`config.mk`:
```
export PLATFORM = sky130hd
export DESIGN_NAME = cc_line_encoder
export DESIGN_NICKNAME = d
export VERILOG_FILES = /design/src/rtl/cc_pkg.sv /design/src/rtl/cc_phase.sv /design/src/rtl/cc_store.sv /design/src/rtl/cc_shaper.sv /design/src/rtl/cc_line_encoder.sv
export SDC_FILE = /design/constraint.sdc
export NUM_CORES = 1
export LEC_CHECK = 0
export BUFFER_PORTS_ARGS = -buffer_cell sky130_fd_sc_hd__buf_4
export CORE_UTILIZATION = 60
export CTS_BUF_LIST = sky130_fd_sc_hd__clkbuf_8 sky130_fd_sc_hd__clkbuf_16
export DETAILED_ROUTE_END_ITERATION = 10
export PLACE_DENSITY = 0.8
export SYNTH_ARGS = -nofsm -noshare
export SYNTH_HDL_FRONTEND = slang
export SYNTH_SLANG_ARGS = --single-unit
```
`constraint.sdc`:
```
create_clock -name clk -period 6.1 [get_ports clk]
set_input_delay 1.22 -clock clk [delete_from_list [all_inputs] [get_ports clk]]
set_output_delay 1.22 -clock clk [all_outputs]
set_load 0.01 [all_outputs]
```
`src/rtl/cc_pkg.sv`:
```
package cc_pkg;

  typedef enum logic [1:0] {SEG_BLANK, SEG_RUNIN, SEG_START, SEG_DATA} cc_seg_e;

  // 7-bit character to transmitted byte with odd parity in the MSB
  function automatic logic [7:0] cc_char(input logic [6:0] c);
    return {~^c, c};
  endfunction

  // raised-cosine run-in table, 0..256, folded about index 8
  function automatic logic [8:0] cc_sine(input logic [3:0] idx);
    logic [3:0] k;
    k = idx[3] ? 4'(5'd16 - {1'b0, idx}) : idx;
    case (k)
      4'd0:    return 9'd0;
      4'd1:    return 9'd10;
      4'd2:    return 9'd37;
      4'd3:    return 9'd79;
      4'd4:    return 9'd128;
      4'd5:    return 9'd177;
      4'd6:    return 9'd219;
      4'd7:    return 9'd246;
      default: return 9'd256;
    endcase
  endfunction

  // floor(4*acc/spl) for acc < spl, by comparison
  function automatic logic [1:0] cc_sub(input int unsigned acc, input int unsigned spl);
    logic [1:0] s;
    s = 2'd0;
    if (4 * acc >= spl)     s = s + 2'd1;
    if (4 * acc >= 2 * spl) s = s + 2'd1;
    if (4 * acc >= 3 * spl) s = s + 2'd1;
    return s;
  endfunction

endpackage

```
`src/rtl/cc_phase.sv`:
```
module cc_phase #(
  parameter int SPL = 858,
  parameter int AW  = 10,
  parameter int QW  = 8
) (
  input  logic          clk,
  input  logic          rst_n,
  input  logic          line_start,
  output logic [AW-1:0] acc,
  output logic [QW-1:0] q,
  output logic          qstep
);
  localparam int STEP = 128;            // quarter-bit slots per line
  localparam int QMAX = STEP;
  localparam logic [AW:0] STEP_W = (AW+1)'(STEP);
  localparam logic [AW:0] SPL_W  = (AW+1)'(SPL);

  logic [AW:0] sum;
  logic        wrap, run;

  always_comb begin
    sum  = {1'b0, acc} + STEP_W;
    wrap = (sum >= SPL_W);
    run  = (q < QW'(QMAX));
  end

  assign qstep = run && wrap && !line_start;

  always_ff @(posedge clk or negedge rst_n) begin
    if (!rst_n) begin
      acc <= '0;
      q   <= QW'(QMAX);
    end else if (line_start) begin
      acc <= '0;
      q   <= '0;
    end else if (run) begin
      if (wrap) begin
        acc <= AW'(sum - SPL_W);
        q   <= q + 1'b1;
      end else begin
        acc <= sum[AW-1:0];
      end
    end
  end
endmodule

```
`src/rtl/cc_store.sv`:
```
module cc_store (
  input  logic            clk,
  input  logic            rst_n,
  input  logic            wr_en,
  input  logic            wr_fld,
  input  logic [13:0]     wr_data,
  input  logic [1:0]      cap,
  input  logic [1:0]      done,
  output logic [1:0][13:0] hold,
  output logic [1:0]      status
);
  logic [1:0] dirty;

  always_ff @(posedge clk or negedge rst_n) begin
    if (!rst_n) begin
      hold   <= '0;
      status <= '0;
      dirty  <= '0;
    end else begin
      for (int f = 0; f < 2; f++) begin
        if (wr_en && (wr_fld == f[0])) begin
          hold[f]   <= wr_data;
          status[f] <= 1'b0;
          dirty[f]  <= 1'b1;
        end else begin
          if (cap[f]) begin
            hold[f]  <= '0;
            dirty[f] <= 1'b0;
          end
          if (done[f] && !dirty[f]) status[f] <= 1'b1;
        end
      end
    end
  end
endmodule

```
`src/rtl/cc_shaper.sv`:
```
module cc_shaper #(
  parameter int SPL     = 858,
  parameter int AW      = 10,
  parameter int QW      = 8,
  parameter int LVL_HI  = 100,
  parameter int Q_RUN   = 21,
  parameter int Q_START = 47,
  parameter int Q_DATA  = 59,
  parameter int Q_END   = 123
) (
  input  logic          act,
  input  logic [AW-1:0] acc,
  input  logic [QW-1:0] q,
  input  logic [15:0]   word,
  output logic [7:0]    code
);
  import cc_pkg::*;

  localparam logic [7:0] HI = 8'(LVL_HI);

  cc_seg_e     seg;
  logic [QW-1:0] rel_run, rel_sb, rel_dat;
  logic [3:0]  idx;
  logic [16:0] prod;

  always_comb begin
    if (!act || q < QW'(Q_RUN) || q >= QW'(Q_END)) seg = SEG_BLANK;
    else if (q < QW'(Q_START))                     seg = SEG_RUNIN;
    else if (q < QW'(Q_DATA))                      seg = SEG_START;
    else                                           seg = SEG_DATA;

    rel_run = q - QW'(Q_RUN);
    rel_sb  = q - QW'(Q_START);
    rel_dat = q - QW'(Q_DATA);
    idx     = {rel_run[1:0], cc_sub(int'(acc), SPL)};
    prod    = 17'(cc_sine(idx)) * 17'(LVL_HI);

    case (seg)
      SEG_RUNIN: code = prod[15:8];
      SEG_START: code = (rel_sb[3:2] == 2'd2) ? HI : 8'd0;
      SEG_DATA:  code = word[rel_dat[5:2]] ? HI : 8'd0;
      default:   code = 8'd0;
    endcase
  end
endmodule

```
`src/rtl/cc_line_encoder.sv`:
```
module cc_line_encoder #(
  parameter int SPL     = 858,
  parameter int LVL_HI  = 100,
  parameter int LNW     = 10,
  parameter int LINE_F1 = 21,
  parameter int LINE_F2 = 284,
  parameter int GAP_Q   = 21
) (
  input  logic           clk,
  input  logic           rst_n,
  input  logic           line_start,
  input  logic [LNW-1:0] line_num,
  input  logic           field_two,
  input  logic           en_f1,
  input  logic           en_f2,
  input  logic           wr_en,
  input  logic           wr_fld,
  input  logic [13:0]    wr_data,
  output logic [1:0]     status,
  output logic [7:0]     lvl
);
  import cc_pkg::*;

  localparam int AW      = $clog2(SPL);
  localparam int QW      = 8;
  localparam int Q_START = GAP_Q + 26;   // run-in of 6.5 bit periods
  localparam int Q_DATA  = Q_START + 12; // three start bits
  localparam int Q_END   = Q_DATA + 64;  // sixteen data bits

  logic [AW-1:0]     acc;
  logic [QW-1:0]     q;
  logic              qstep;
  logic              m1, m2, fin;
  logic [1:0]        cap, done;
  logic              act_r, fsel_r;
  logic [15:0]       word_r;
  logic [1:0][13:0]  hold;
  logic [13:0]       hold_f1, hold_f2;
  logic [7:0]        lvl_nx;

  assign m1 = en_f1 && !field_two && (line_num == LNW'(LINE_F1));
  assign m2 = en_f2 &&  field_two && (line_num == LNW'(LINE_F2));
  assign cap = {line_start & m2, line_start & m1};

  assign fin  = act_r && qstep && (q == QW'(Q_END - 1));
  assign done = {fin & fsel_r, fin & ~fsel_r};

  assign hold_f1 = hold[0];
  assign hold_f2 = hold[1];

  cc_phase #(.SPL(SPL), .AW(AW), .QW(QW)) u_phase (
    .clk(clk), .rst_n(rst_n), .line_start(line_start),
    .acc(acc), .q(q), .qstep(qstep)
  );

  cc_store u_store (
    .clk(clk), .rst_n(rst_n), .wr_en(wr_en), .wr_fld(wr_fld),
    .wr_data(wr_data), .cap(cap), .done(done),
    .hold(hold), .status(status)
  );

  cc_shaper #(
    .SPL(SPL), .AW(AW), .QW(QW), .LVL_HI(LVL_HI), .Q_RUN(GAP_Q),
    .Q_START(Q_START), .Q_DATA(Q_DATA), .Q_END(Q_END)
  ) u_shape (
    .act(act_r), .acc(acc), .q(q), .word(word_r), .code(lvl_nx)
  );

  always_ff @(posedge clk or negedge rst_n) begin
    if (!rst_n) begin
      act_r  <= 1'b0;
      fsel_r <= 1'b0;
      word_r <= '0;
      lvl    <= '0;
    end else begin
      lvl <= lvl_nx;
      if (line_start) begin
        act_r  <= m1 | m2;
        fsel_r <= m2;
        if (m2) word_r <= {cc_char(hold_f2[13:7]), cc_char(hold_f2[6:0])};
        else    word_r <= {cc_char(hold_f1[13:7]), cc_char(hold_f1[6:0])};
      end
    end
  end
endmodule

```
## Word level (Yosys, flattened, before mapping)

Memories as Yosys holds them, arrays and structs flattened.
Index checks and enable logic that the tools add are counted.

- Output and inout bits: 10
- ROM bits: 64
- Input port bits: 32
- Latch bits: 0
- Logic and storage cells: 109
- Memories kept: 1
- Bits in registers: 76
- RAM bits: 0

- Shift operators: 0
- Mux-type cells: 32
- $mul: 1
- Divide/modulo/power cells: 0
- $lt $le $gt $ge: 10
- Eq/ne operators: 7
- Reduce and logical (&&, ||, !) cells: 30
- Add/sub/neg operators: 9
- Bitwise logic cells: 7

Memories:

| memory | depth | width | read ports | clocked after Yosys merged registers in | wr ports | RTL line | text |
|---|---|---|---|---|---|---|---|
| (name not given) | 8 | 8 | 1 | 0 | 0 | cc_pkg.sv:14 | `case (k)` |

Operator list:

| cell | count |
|---|---|
| $mux W14 | 4 |
| $mux W10 | 3 |
| $reduce_xnor A7 Y1 | 4 |
| $mux W8 | 3 |
| $pmux W8 S3 | 1 |
| $lt A8 B6 Y1 const B | 2 |
| $mux W16 | 1 |
| $mul A9 B5 Y14 const B | 1 |
| $mux W7 | 2 |
| $ge A12 B10 Y1 const B | 1 |
| $ge A12 B11 Y1 const B | 1 |
| $ge A12 B12 Y1 const B | 1 |
| $logic_and A1 B1 Y1 | 12 |
| $reduce_bool A2 Y1 | 6 |
| $add A10 B8 Y11 const B | 1 |
| $ge A11 B10 Y1 const B | 1 |
| $mux W1 | 11 |
| $eq A10 B5 Y1 const B | 1 |
| $eq A10 B9 Y1 const B | 1 |
| $sub A10 B10 Y10 const B | 1 |
| $mux W9 | 1 |
| $add A8 B1 Y8 const B | 1 |
| $eq A8 B7 Y1 const B | 1 |
| $ge A8 B7 Y1 const B | 1 |
| 20 further kinds | 34 |

## Logic depth before layout (Yosys ltp)

Gate-level depths: netlist of run 1.
An unclocked memory read counts as a cell.

- Word-level depth: 12
- Depth in mapped cells: 24
- Gate-level depth less buffers: 23

## Modules after synthesis

Synthesis of run 1 repeated with hierarchy kept, for this count alone.

- Cell total of the unflattened synthesis: 542
- Area total of the unflattened synthesis: 5267.6 um^2

By module, submodules not included:

| module | sequential area each (um^2) | times used | area each (um^2) | cells each |
|---|---|---|---|---|
| cc_store | 800.8 | 1 | 1417.6 | 120 |
| cc_shaper | 0.0 | 1 | 1410.1 | 179 |
| cc_line_encoder | 650.6 | 1 | 1322.5 | 121 |
| cc_phase | 426.7 | 1 | 1117.3 | 122 |

## Worst setup path before layout of run 1

No wires, ideal clock.

- Kind: register -> register
- Start: register u_phase.acc[6]
- End: register lvl[6]
- Stages on the path, launching flop included: 24
- Clock period less this slack: 5280 ps
- Setup slack: 820 ps
- Buffers on the path: 1
- Library setup time: 131 ps
- Required time: 5969 ps
- Data arrival time: 5148 ps
- Path through: dfrtp_1 -> buf_6 -> a311oi_1 -> nor2_1 -> or2_2 -> ha_1 -> or3b_2 -> o22a_1 -> and2_1 -> ha_1 -> a21oi_1 -> a21oi_1 -> ha_1 -> ha_1 -> inv_1 -> fa_1 -> inv_1 -> ha_1 -> nor4_1 -> o211ai_1 -> nand2_1 -> o21ai_2 -> and4bb_1 -> or3_1

- Word-level cells in the longest chain between the ends: 12
- Elaborated cells between the ends (all ways): 14
- Those cells by class: add/sub (3); mul (1); order compare (3); mux (6); memory (1)

RTL lines:

| what | RTL line | text |
|---|---|---|
| from (decl) | cc_phase.sv:9 | `output logic [AW-1:0] acc,` |
| from (signal assigned) | cc_phase.sv:38 | `acc <= AW'(sum - SPL_W);` |
| from (signal assigned) | cc_phase.sv:41 | `acc <= sum[AW-1:0];` |
| $ge A12 B10 Y1 | cc_pkg.sv:31 | `if (4 * acc >= spl) s = s + 2'd1;` |
| $mux W1 | cc_pkg.sv:31 |  |
| $add A1 B1 Y2 | cc_pkg.sv:32 | `if (4 * acc >= 2 * spl) s = s + 2'd1;` |
| $mux W2 | cc_pkg.sv:32 |  |
| $add A2 B1 Y2 | cc_pkg.sv:33 | `if (4 * acc >= 3 * spl) s = s + 2'd1;` |
| $mux W2 (*) | cc_pkg.sv:33 |  |
| $sub A1 B4 Y4 | cc_pkg.sv:13 | `k = idx[3] ? 4'(5'd16 - {1'b0, idx}) : idx;` |
| $mux W4 (*) | cc_pkg.sv:13 |  |
| $mem_v2 Z8 W8 | -- |  |
| $mux W9 (*) | cc_pkg.sv:14 |  |
| $mul A9 B5 Y14 (*) | cc_shaper.sv:36 | `prod = 17'(cc_sine(idx)) * 17'(LVL_HI);` |
| $pmux W8 S3 (*) | cc_shaper.sv:38 | `case (seg)` |
| net lvl_nx[6] | cc_line_encoder.sv:39 | `logic [7:0] lvl_nx;` |
| to (signal assigned) | cc_line_encoder.sv:76 | `lvl <= lvl_nx;` |
| to (decl) | cc_line_encoder.sv:20 | `output logic [7:0] lvl` |

Mark *: on every way through the listed nets, which the timed path passes. The rest lies on a longest branch.
A chain may end at the register's enable or synchronous reset.

## Final worst setup path of run 1

Ends and elaborated chain as after synthesis.

==> reports/metrics.cfg, run 1 <==
[route]
wl_mm = 9.78
drt_iter0_markers = 227
routed-via-count = 3849
drtAntennaViolNets = 0
remaining_drc_errors = 0
wl_per_cell_um = 15.1
vias_per_cell = 5.96
drtPass1Iterations = 4

[final_layout]
nets = 613
area_delta_synth_final_pct = 10.5
final_layout_size_suffix_gt1_share_pct = 15.1
final_cell_mix = dfrtp_1 (74), nor2_1 (47), nand2_1 (43)
antenna_cells = 0
instances_no_fill = 646
fin_util_pct = 69.5
fin_area_sq_mm = 0.00543
mostFrequentLayoutCell = dfrtp_1

[setup_path]
setup.worst_path.end_class = flop
critPathMaxStageDelay_ns = 0.50
cp_common_cell = ha_1
r2r-end = lvl[6]
r2r_slack_ns = 0.45
worstPathArrival_ns = 5.87
critPathKind = reg -> reg
crit_required_ns = 6.32
endpoint = lvl[6]
reg2reg_depth = 22
critPathLaunchType = flop
worstSetupStartpoint = u_phase.acc[6]
r2r_start = u_phase.acc[6]
crit_slowest_cell = fa_1
critPathMaxFanout = 10
crit_path_cell_trace = a311oi_1, nor2_1, or2_2, ha_1, or3b_2, o22a_1, and2_1, ha_1, a21oi_1, a21oi_1, ha_1, ha_1, inv_1, fa_1, inv_1, ha_1, nor4_1, o211ai_1, nand2_1, o21ai_2, and4bb_1, or3_1

[floorplanning]
ios = 42
core_area_sq_mm = 0.00781
start_util_pct = 62.9
die_h_um = 92.5
fp-row-count = 32
die_area_sq_mm = 0.00855
die_x_um = 92.5

[run_status]
status = complete, no violations

[clock_network]
htreeDepth = 3
cts_tree = done
root_buffer = clkbuf_8
cts_setup_buffers = 0
ctsResizeCount = 0
numCtsBuffers = 9
cts_buffer_depth = 2
path_clk_slew_ns = 0.07
clock_sinks = 75
clk-insertion-delay-late_ns = 0.34
cts_hold_buf = 0

[sta]
relSlewSlack_pct = 23.5
setup_tns_ns = 0
fin_crit_ns = 5.65
skew_ns = 0.00848
hold_ws_ns = 0.480
fmax_mhz = 177
rsz0062_at_grt = no
hold_violations = 0
worstMarginPinSlew_ns = 1.14
period_share_pct = 92.6
drv_slew = 0
setup_viol = 0

[grt]
grt_util_all_layers_pct = 25.5
first_global_vias = 3833
antenna_found_initial = 0
grt_first_pass_wirelength_mm = 17.3
grt_max_degree = 76
grt-ovfl-total = 0

[placed_design]
dp_cells = 631
gp_congestion = 0.904
hpwl_mm = 7.09
io_buffers = 41
dpl_cell_area_sq_mm = 0.00525

[min_path]
worstHoldPathCells = 1
hp-class = reg -> reg

[yosys]
yosys_warnings = 0
synth-simple-area-share_pct = 16.9
synthesis.instances = 511
synth.net_count = 584
synth_compound_area_share_pct = 16.7
yosysTopAreaCell = dfrtp_1
synth_seq_cells = 75
netlist.area_leader.share_pct = 37.7
synth_top_family_by_area = simple AND/OR/NAND/NOR gates
ys_types = 68
avgSynthCellArea_sq_um = 9.61
synth_edf_count = 0
synth_mux_area_share_pct = 5.15
synth_area_leaders = dfrtp_1 (38%), ha_1 (9.7%), xnor2_1 (6.4%)
synth_area_sq_mm = 0.00491
ys.flop_type = dfrtp_1
synth_xor_area_share_pct = 7.67
async_reset_ff_share_pct = 100
ys_seq_area_share_pct = 38.2
synth_adder_area_share_pct = 10.9

[run]
cap_viol_max_count = 0

[pwr]
p_leak_nw = 2.54
p_per_area_mw_per_mm2 = 525
ir_drop_mv = 0.432

-- synthesized netlist by cell type, types with 4 or more instances --
cell type	n
ha_1	38
inv_1	27
and2_1	4
or3_1	7
nor2_1	47
dfrtp_1	74
xor2_1	7
mux2i_1	14
o21ai_0	36
o211ai_1	6
a22o_1	15
xnor2_1	36
a21oi_1	34
nand2b_1	6
clkbuf_1	17
buf_2	4
nand2_1	43
mux4_2	5
nor2b_1	5
and3_1	4
nand4_1	6
a31oi_1	6
nand3_1	8
-- cell families (layout without fill, tap and decap cells) --
logic type / after synthesis / count (layout)
buffers and inverters: 52 / 85
DFF: 75 / 75
AOI/OAI and AO/OA: 121 / 121
xor gates and xnor gates: 43 / 43
and+or+nand+nor: 160 / 160
adders and majority gates: 41 / 41
muxes: 19 / 19
-- layer usage --
| layer | wire (um) | share of wire (%) | global-route usage [%] | up-vias |
|---|---|---|---|---|
| li1 | - | - | - | 1858 |
| met1 | 4380 | 45 | 32.7 | 1901 |
| met2 | 5010 | 51 | 44.3 | 81 |
| met3 | 296 | 3.0 | 3.86 | 9 |
| met4 | 89 | 0.91 | 8.07 | 0 |
| met5 | 0 | 0 | 0 | - |
-- through the flow --
stage	power (mW)	worst slack, ns
final	2.85	0.450
after global routing	3.13	0.0529
after floorplan	2.12	0.820
after global placement	2.41	0.640
after detailed placement	2.48	0.523
after CTS	2.86	0.480
-- worst min path at each step --
stage	from	endpoint
floorplan	u_store.dirty[1]	u_store.dirty[1]
global placement	u_store.dirty[1]	u_store.dirty[1]
detailed placement	u_store.dirty[1]	u_store.dirty[1]
CTS	u_store.dirty[1]	u_store.dirty[1]
global route	u_store.dirty[1]	u_store.dirty[1]
finish	u_store.dirty[1]	u_store.dirty[1]
-- flip-flops by register name, summed over array words and instances (netlist names) --
| register | cells |
|---|---|
| u_store.dirty | 2 |
| lvl | 8 |
| word_r | 16 |
| u_store.hold | 28 |
| fsel_r | 1 |
| u_phase.acc | 9 |
| act_r | 1 |
| u_phase.q | 8 |
| u_store.status | 2 |
-- cell type report --
cell class	instances	area [sq um]
Clock buffer	9	124
Clock inverter	6	58.8
Fill cell	597	2380
Inverter	28	110
Multi-Input combinational cell	384	2820
Sequential cell	75	1880
Tap cell	102	128
Timing Repair Buffer	42	315
-- critical path, delay by kind of cell (launching register included) --
| kind | cells | cell delay [ns] |
|---|---|---|
| simple gates | 8 | 1.97 |
| fa+ha+maj | 6 | 1.96 |
| compound gates | 6 | 1.02 |
| flops | 1 | 0.48 |
| buf+inv | 2 | 0.10 |
-- power by group --
part	switching (mW)	internal, mW	total [mW]
Clock	0.177	0.184	0.361
Sequential	0.0545	0.548	0.603
Combinational	1.01	0.872	1.89
No activity file was read; power rests on OpenSTA's default activity.
==> run 2, diff against run 1 <==
--- a/config.mk
+++ b/config.mk
@@ -5,11 +5,12 @@
 export SDC_FILE = /design/constraint.sdc
 export NUM_CORES = 1
 export LEC_CHECK = 0
+export ABC_AREA = 1
 export BUFFER_PORTS_ARGS = -buffer_cell sky130_fd_sc_hd__buf_4
-export CORE_UTILIZATION = 60
+export CORE_UTILIZATION = 61
 export CTS_BUF_LIST = sky130_fd_sc_hd__clkbuf_8 sky130_fd_sc_hd__clkbuf_16
 export DETAILED_ROUTE_END_ITERATION = 10
-export PLACE_DENSITY = 0.8
+export PLACE_DENSITY = 0.81
 export SYNTH_ARGS = -nofsm -noshare
 export SYNTH_HDL_FRONTEND = slang
 export SYNTH_SLANG_ARGS = --single-unit
==> run 2 against run 1 <==
Net effect:
- core utilization grew 1.3 points
- maximum frequency up 21%
- flip-flop and latch count unchanged
- worst hold slack better by 0.013 ns
- global-route usage grew 1.7 points
- clock power up 5%
- critical path depth grew 5
- sequential power fell by 3%
- register-to-register slack better by 0.99 ns
- die area down 0.50%
- first-iteration DRC count up 15%
==> reports/metrics.cfg, run 2 <==
[sta]
hold_ws_ns = 0.493  ; was 0.480 ns
relSlewSlack_pct = 28.9  ; was 23.5%
fin_crit_ns = 4.66  ; was 5.65 ns
hold_violations = 0  ; unchanged
drv_slew = 0  ; unchanged
setup_viol = 0  ; unchanged
period_share_pct = 76.4  ; was 92.6%
skew_ns = 0.00672  ; was 0.00848 ns
setup_tns_ns = 0  ; unchanged
rsz0062_at_grt = no  ; unchanged
worstMarginPinSlew_ns = 1.06  ; was 1.14 ns
fmax_mhz = 215  ; was 177 MHz

[yosys]
synth_area_leaders = dfrtp_1 (37%), ha_1 (9.6%), inv_1 (7.9%)  ; was dfrtp_1 (38%), ha_1 (9.7%), xnor2_1 (6.4%)
ys.flop_type = dfrtp_1  ; unchanged
synth_top_family_by_area = simple AND/OR/NAND/NOR gates  ; unchanged
avgSynthCellArea_sq_um = 8.08  ; was 9.61 sq um
synth_xor_area_share_pct = 5.62  ; was 7.67%
synth_compound_area_share_pct = 16.7  ; about the same
synthesis.instances = 615  ; was 511
synth_adder_area_share_pct = 10.8  ; was 10.9%
synth.most_common_cell = inv_1  ; was dfrtp_1
netlist.area_leader.share_pct = 37.3  ; was 37.7%
synth_mux_area_share_pct = 0  ; was 5.15%
synth_area_sq_mm = 0.00497  ; was 0.00491 sq mm
yosysTopAreaCell = dfrtp_1  ; unchanged
yosys_warnings = 0  ; unchanged
synth_seq_cells = 75  ; unchanged
synth.net_count = 688  ; was 584
ys_types = 45  ; was 68
synth_edf_count = 0  ; unchanged
ys_seq_area_share_pct = 37.8  ; was 38.2%
async_reset_ff_share_pct = 100  ; unchanged
synth-simple-area-share_pct = 19.5  ; was 16.9%
synth_common_cells = inv_1 (105), nand2_1 (79), dfrtp_1 (74)  ; was dfrtp_1 (74), nor2_1 (47), nand2_1 (43)

[pwr]
switching_share_pct = 47.8  ; was 43.7%
p_leak_nw = 2.81  ; was 2.54 nW
power_frac_seq_pct = 21.4  ; was 21.2%
p_total_mw = 2.75  ; was 2.85 mW
pwr-share-clk_pct = 13.8  ; was 12.7%
p_per_area_mw_per_mm2 = 497  ; was 525 mW/mm^2
switchingPower_mw = 1.31  ; was 1.25 mW
internal_power_mw = 1.43  ; was 1.60 mW
combPwrFrac_pct = 64.9  ; was 66.2%
ir_drop_mv = 0.396  ; was 0.432 mV

[floorplanning]
die_h_um = 92.2  ; was 92.5 um
ios = 42  ; unchanged
fp-row-count = 32  ; unchanged
die_area_sq_mm = 0.00851  ; was 0.00855 sq mm
core_area_sq_mm = 0.00781  ; unchanged
start_util_pct = 63.6  ; was 62.9%
die_x_um = 92.2  ; was 92.5 um

[grt]
grt-ovfl-total = 0  ; unchanged
grt_util_all_layers_pct = 27.2  ; was 25.5%
first_global_vias = 4157  ; was 3833
grt_first_pass_wirelength_mm = 18.4  ; was 17.3 mm
antenna_found_initial = 0  ; unchanged
grt_max_degree = 76  ; unchanged

[final_layout]
final_cell_mix = inv_1 (106), nand2_1 (79), dfrtp_1 (74)  ; was dfrtp_1 (74), nor2_1 (47), nand2_1 (43)
area_delta_synth_final_pct = 11.4  ; was 10.5%
mostFrequentLayoutCell = inv_1  ; was dfrtp_1
fillCellCount = 640  ; was 597
regMostFlops = u_store.hold  ; unchanged
fin_util_pct = 70.9  ; was 69.5%
instances_no_fill = 759  ; was 646
multi_input_area_sq_mm = 0.00262  ; was 0.00282 sq mm
ff_latch_area_sq_mm = 0.00188  ; unchanged
final_layout_size_suffix_gt1_share_pct = 14.0  ; was 15.1%
nets = 725  ; was 613
biggestRegsByFlops = u_store.hold (28), word_r (16), u_phase.acc (9)  ; unchanged
antenna_cells = 0  ; unchanged
largest_register_ffs = 28  ; unchanged

[setup_path]
reg2reg_depth = 27  ; was 22
crit_required_ns = 6.38  ; was 6.32 ns
worstPathArrival_ns = 4.94  ; was 5.87 ns
setup.worst_path.end_class = flop  ; unchanged
cp_common_cell = nand2_1  ; was ha_1
critPathMaxFanout = 6  ; was 10
critPathMaxStageDelay_ns = 0.49  ; was 0.50 ns
r2r_start = u_phase.acc[8]  ; was u_phase.acc[6]
critPathKind = reg -> reg  ; unchanged
crit_slowest_cell = fa_1  ; unchanged
r2r-end = lvl[5]  ; was lvl[6]
r2r_slack_ns = 1.44  ; was 0.45 ns
critPathLaunchType = flop  ; unchanged

[min_path]
holdPathEnd = word_r[2]  ; was u_store.dirty[1]
min_from = word_r[2]  ; was u_store.dirty[1]
hp-class = reg -> reg  ; unchanged
worstHoldPathCells = 2  ; was 1

[route]
wl_mm = 10.5  ; was 9.78 mm
wl_per_cell_um = 13.9  ; was 15.1 um
routed-via-count = 4251  ; was 3849
vias_per_cell = 5.60  ; was 5.96
drt_iter0_markers = 262  ; was 227
drtPass1Iterations = 5  ; was 4
drtAntennaViolNets = 0  ; unchanged
remaining_drc_errors = 0  ; unchanged

[run]
cap_viol_max_count = 0  ; unchanged

[clock_network]
clock_sinks = 75  ; unchanged
path_clk_slew_ns = 0.08  ; was 0.07 ns
numCtsBuffers = 9  ; unchanged
htreeDepth = 3  ; unchanged
ctsResizeCount = 0  ; unchanged
cts_tree = done  ; unchanged
root_buffer = clkbuf_8  ; unchanged
cts_hold_buf = 0  ; unchanged
clk-insertion-delay-late_ns = 0.35  ; was 0.34 ns
cts_buffer_depth = 2  ; unchanged
cts_setup_buffers = 0  ; unchanged

[run_status]
status = complete, no violations  ; unchanged

[placed_design]
gp_congestion = 0.914  ; was 0.904
io_buffers = 41  ; unchanged
dp_cells = 743  ; was 631
hpwl_mm = 7.91  ; was 7.09 mm

run 2: cell count changes after synthesis, moves of 7 or more:
cell,change
a22o_1,-15
o22ai_1,+20
or3_1,-7
inv_1,+78
nand2_1,+36
nand3_1,+26
xnor2_1,-20
mux2i_1,-14
o21ai_0,+23
nor2_1,-13
nand2_2,+13
xor2_1,+7
run 2: stage by stage:
stage / instance area (sq um) / worst slack, ns
final: 5530 / 1.44
after global routing: 5530 / 0.984
after CTS: 5530 / 1.44
after detailed placement: 5340 / 1.44
after global placement: 5340 / 1.65
after floorplan: 4970 / 1.86
run 2: logic make-up (layout without fill, tap and decap cells):
family,Yosys count,in the layout
xor gates and xnor gates,31,31
buffers and inverters,124,166
adders and majority gates,41,41
DFF,75,75
and+or+nand+nor,197,197
AOI/OAI and AO/OA,147,147
run 2: worst max-delay path: cells and delay by family, from the launching register on:
kind,cells,cell delay (ns)
compound gates,4,0.79
buf+inv,5,0.30
flops,1,0.44
fa+ha+maj,6,1.95
simple gates,12,1.10
run 2: worst max path at each step:
stage,startpoint,end,slack (ns)
after detailed placement,u_phase.acc[8],lvl[5],1.44
after floorplan,u_phase.acc[8],lvl[5],1.86
final,u_phase.acc[8],lvl[5],1.44
after CTS,u_phase.acc[7],lvl[5],1.44
after global placement,u_phase.acc[8],lvl[5],1.65
after global routing,u_phase.acc[7],lvl[5],0.98
run 2: layer usage:
layer	global-route usage (%)	up-vias	routed length (um)
li1	-	2120	-
met1	34.3	2015	4690
met2	48.1	96	5330
met3	3.98	20	336
met4	8.46	0	170
met5	0	-	0
run 2: layout make-up:
| type | count | share of cell area (%) |
|---|---|---|
| repair buffers | 41 | 5.56 |
| well taps | 102 | 2.31 |
| flip-flops and latches | 75 | 33.9 |
| clock buffers | 10 | 2.49 |
| inverters | 109 | 7.39 |
| multi-input cells | 416 | 47.3 |
| clock inverters | 6 | 1.02 |
run 2: power groups by stage:
stage	logic [mW]	clock network, mW	registers [mW]
2_1_floorplan	1.40	0	0.587
3_3_place_gp	1.67	0	0.593
3_5_place_dp	1.76	0	0.597
4_1_cts	1.78	0.385	0.587
5_1_grt	2.04	0.406	0.594
6_report	1.78	0.378	0.587
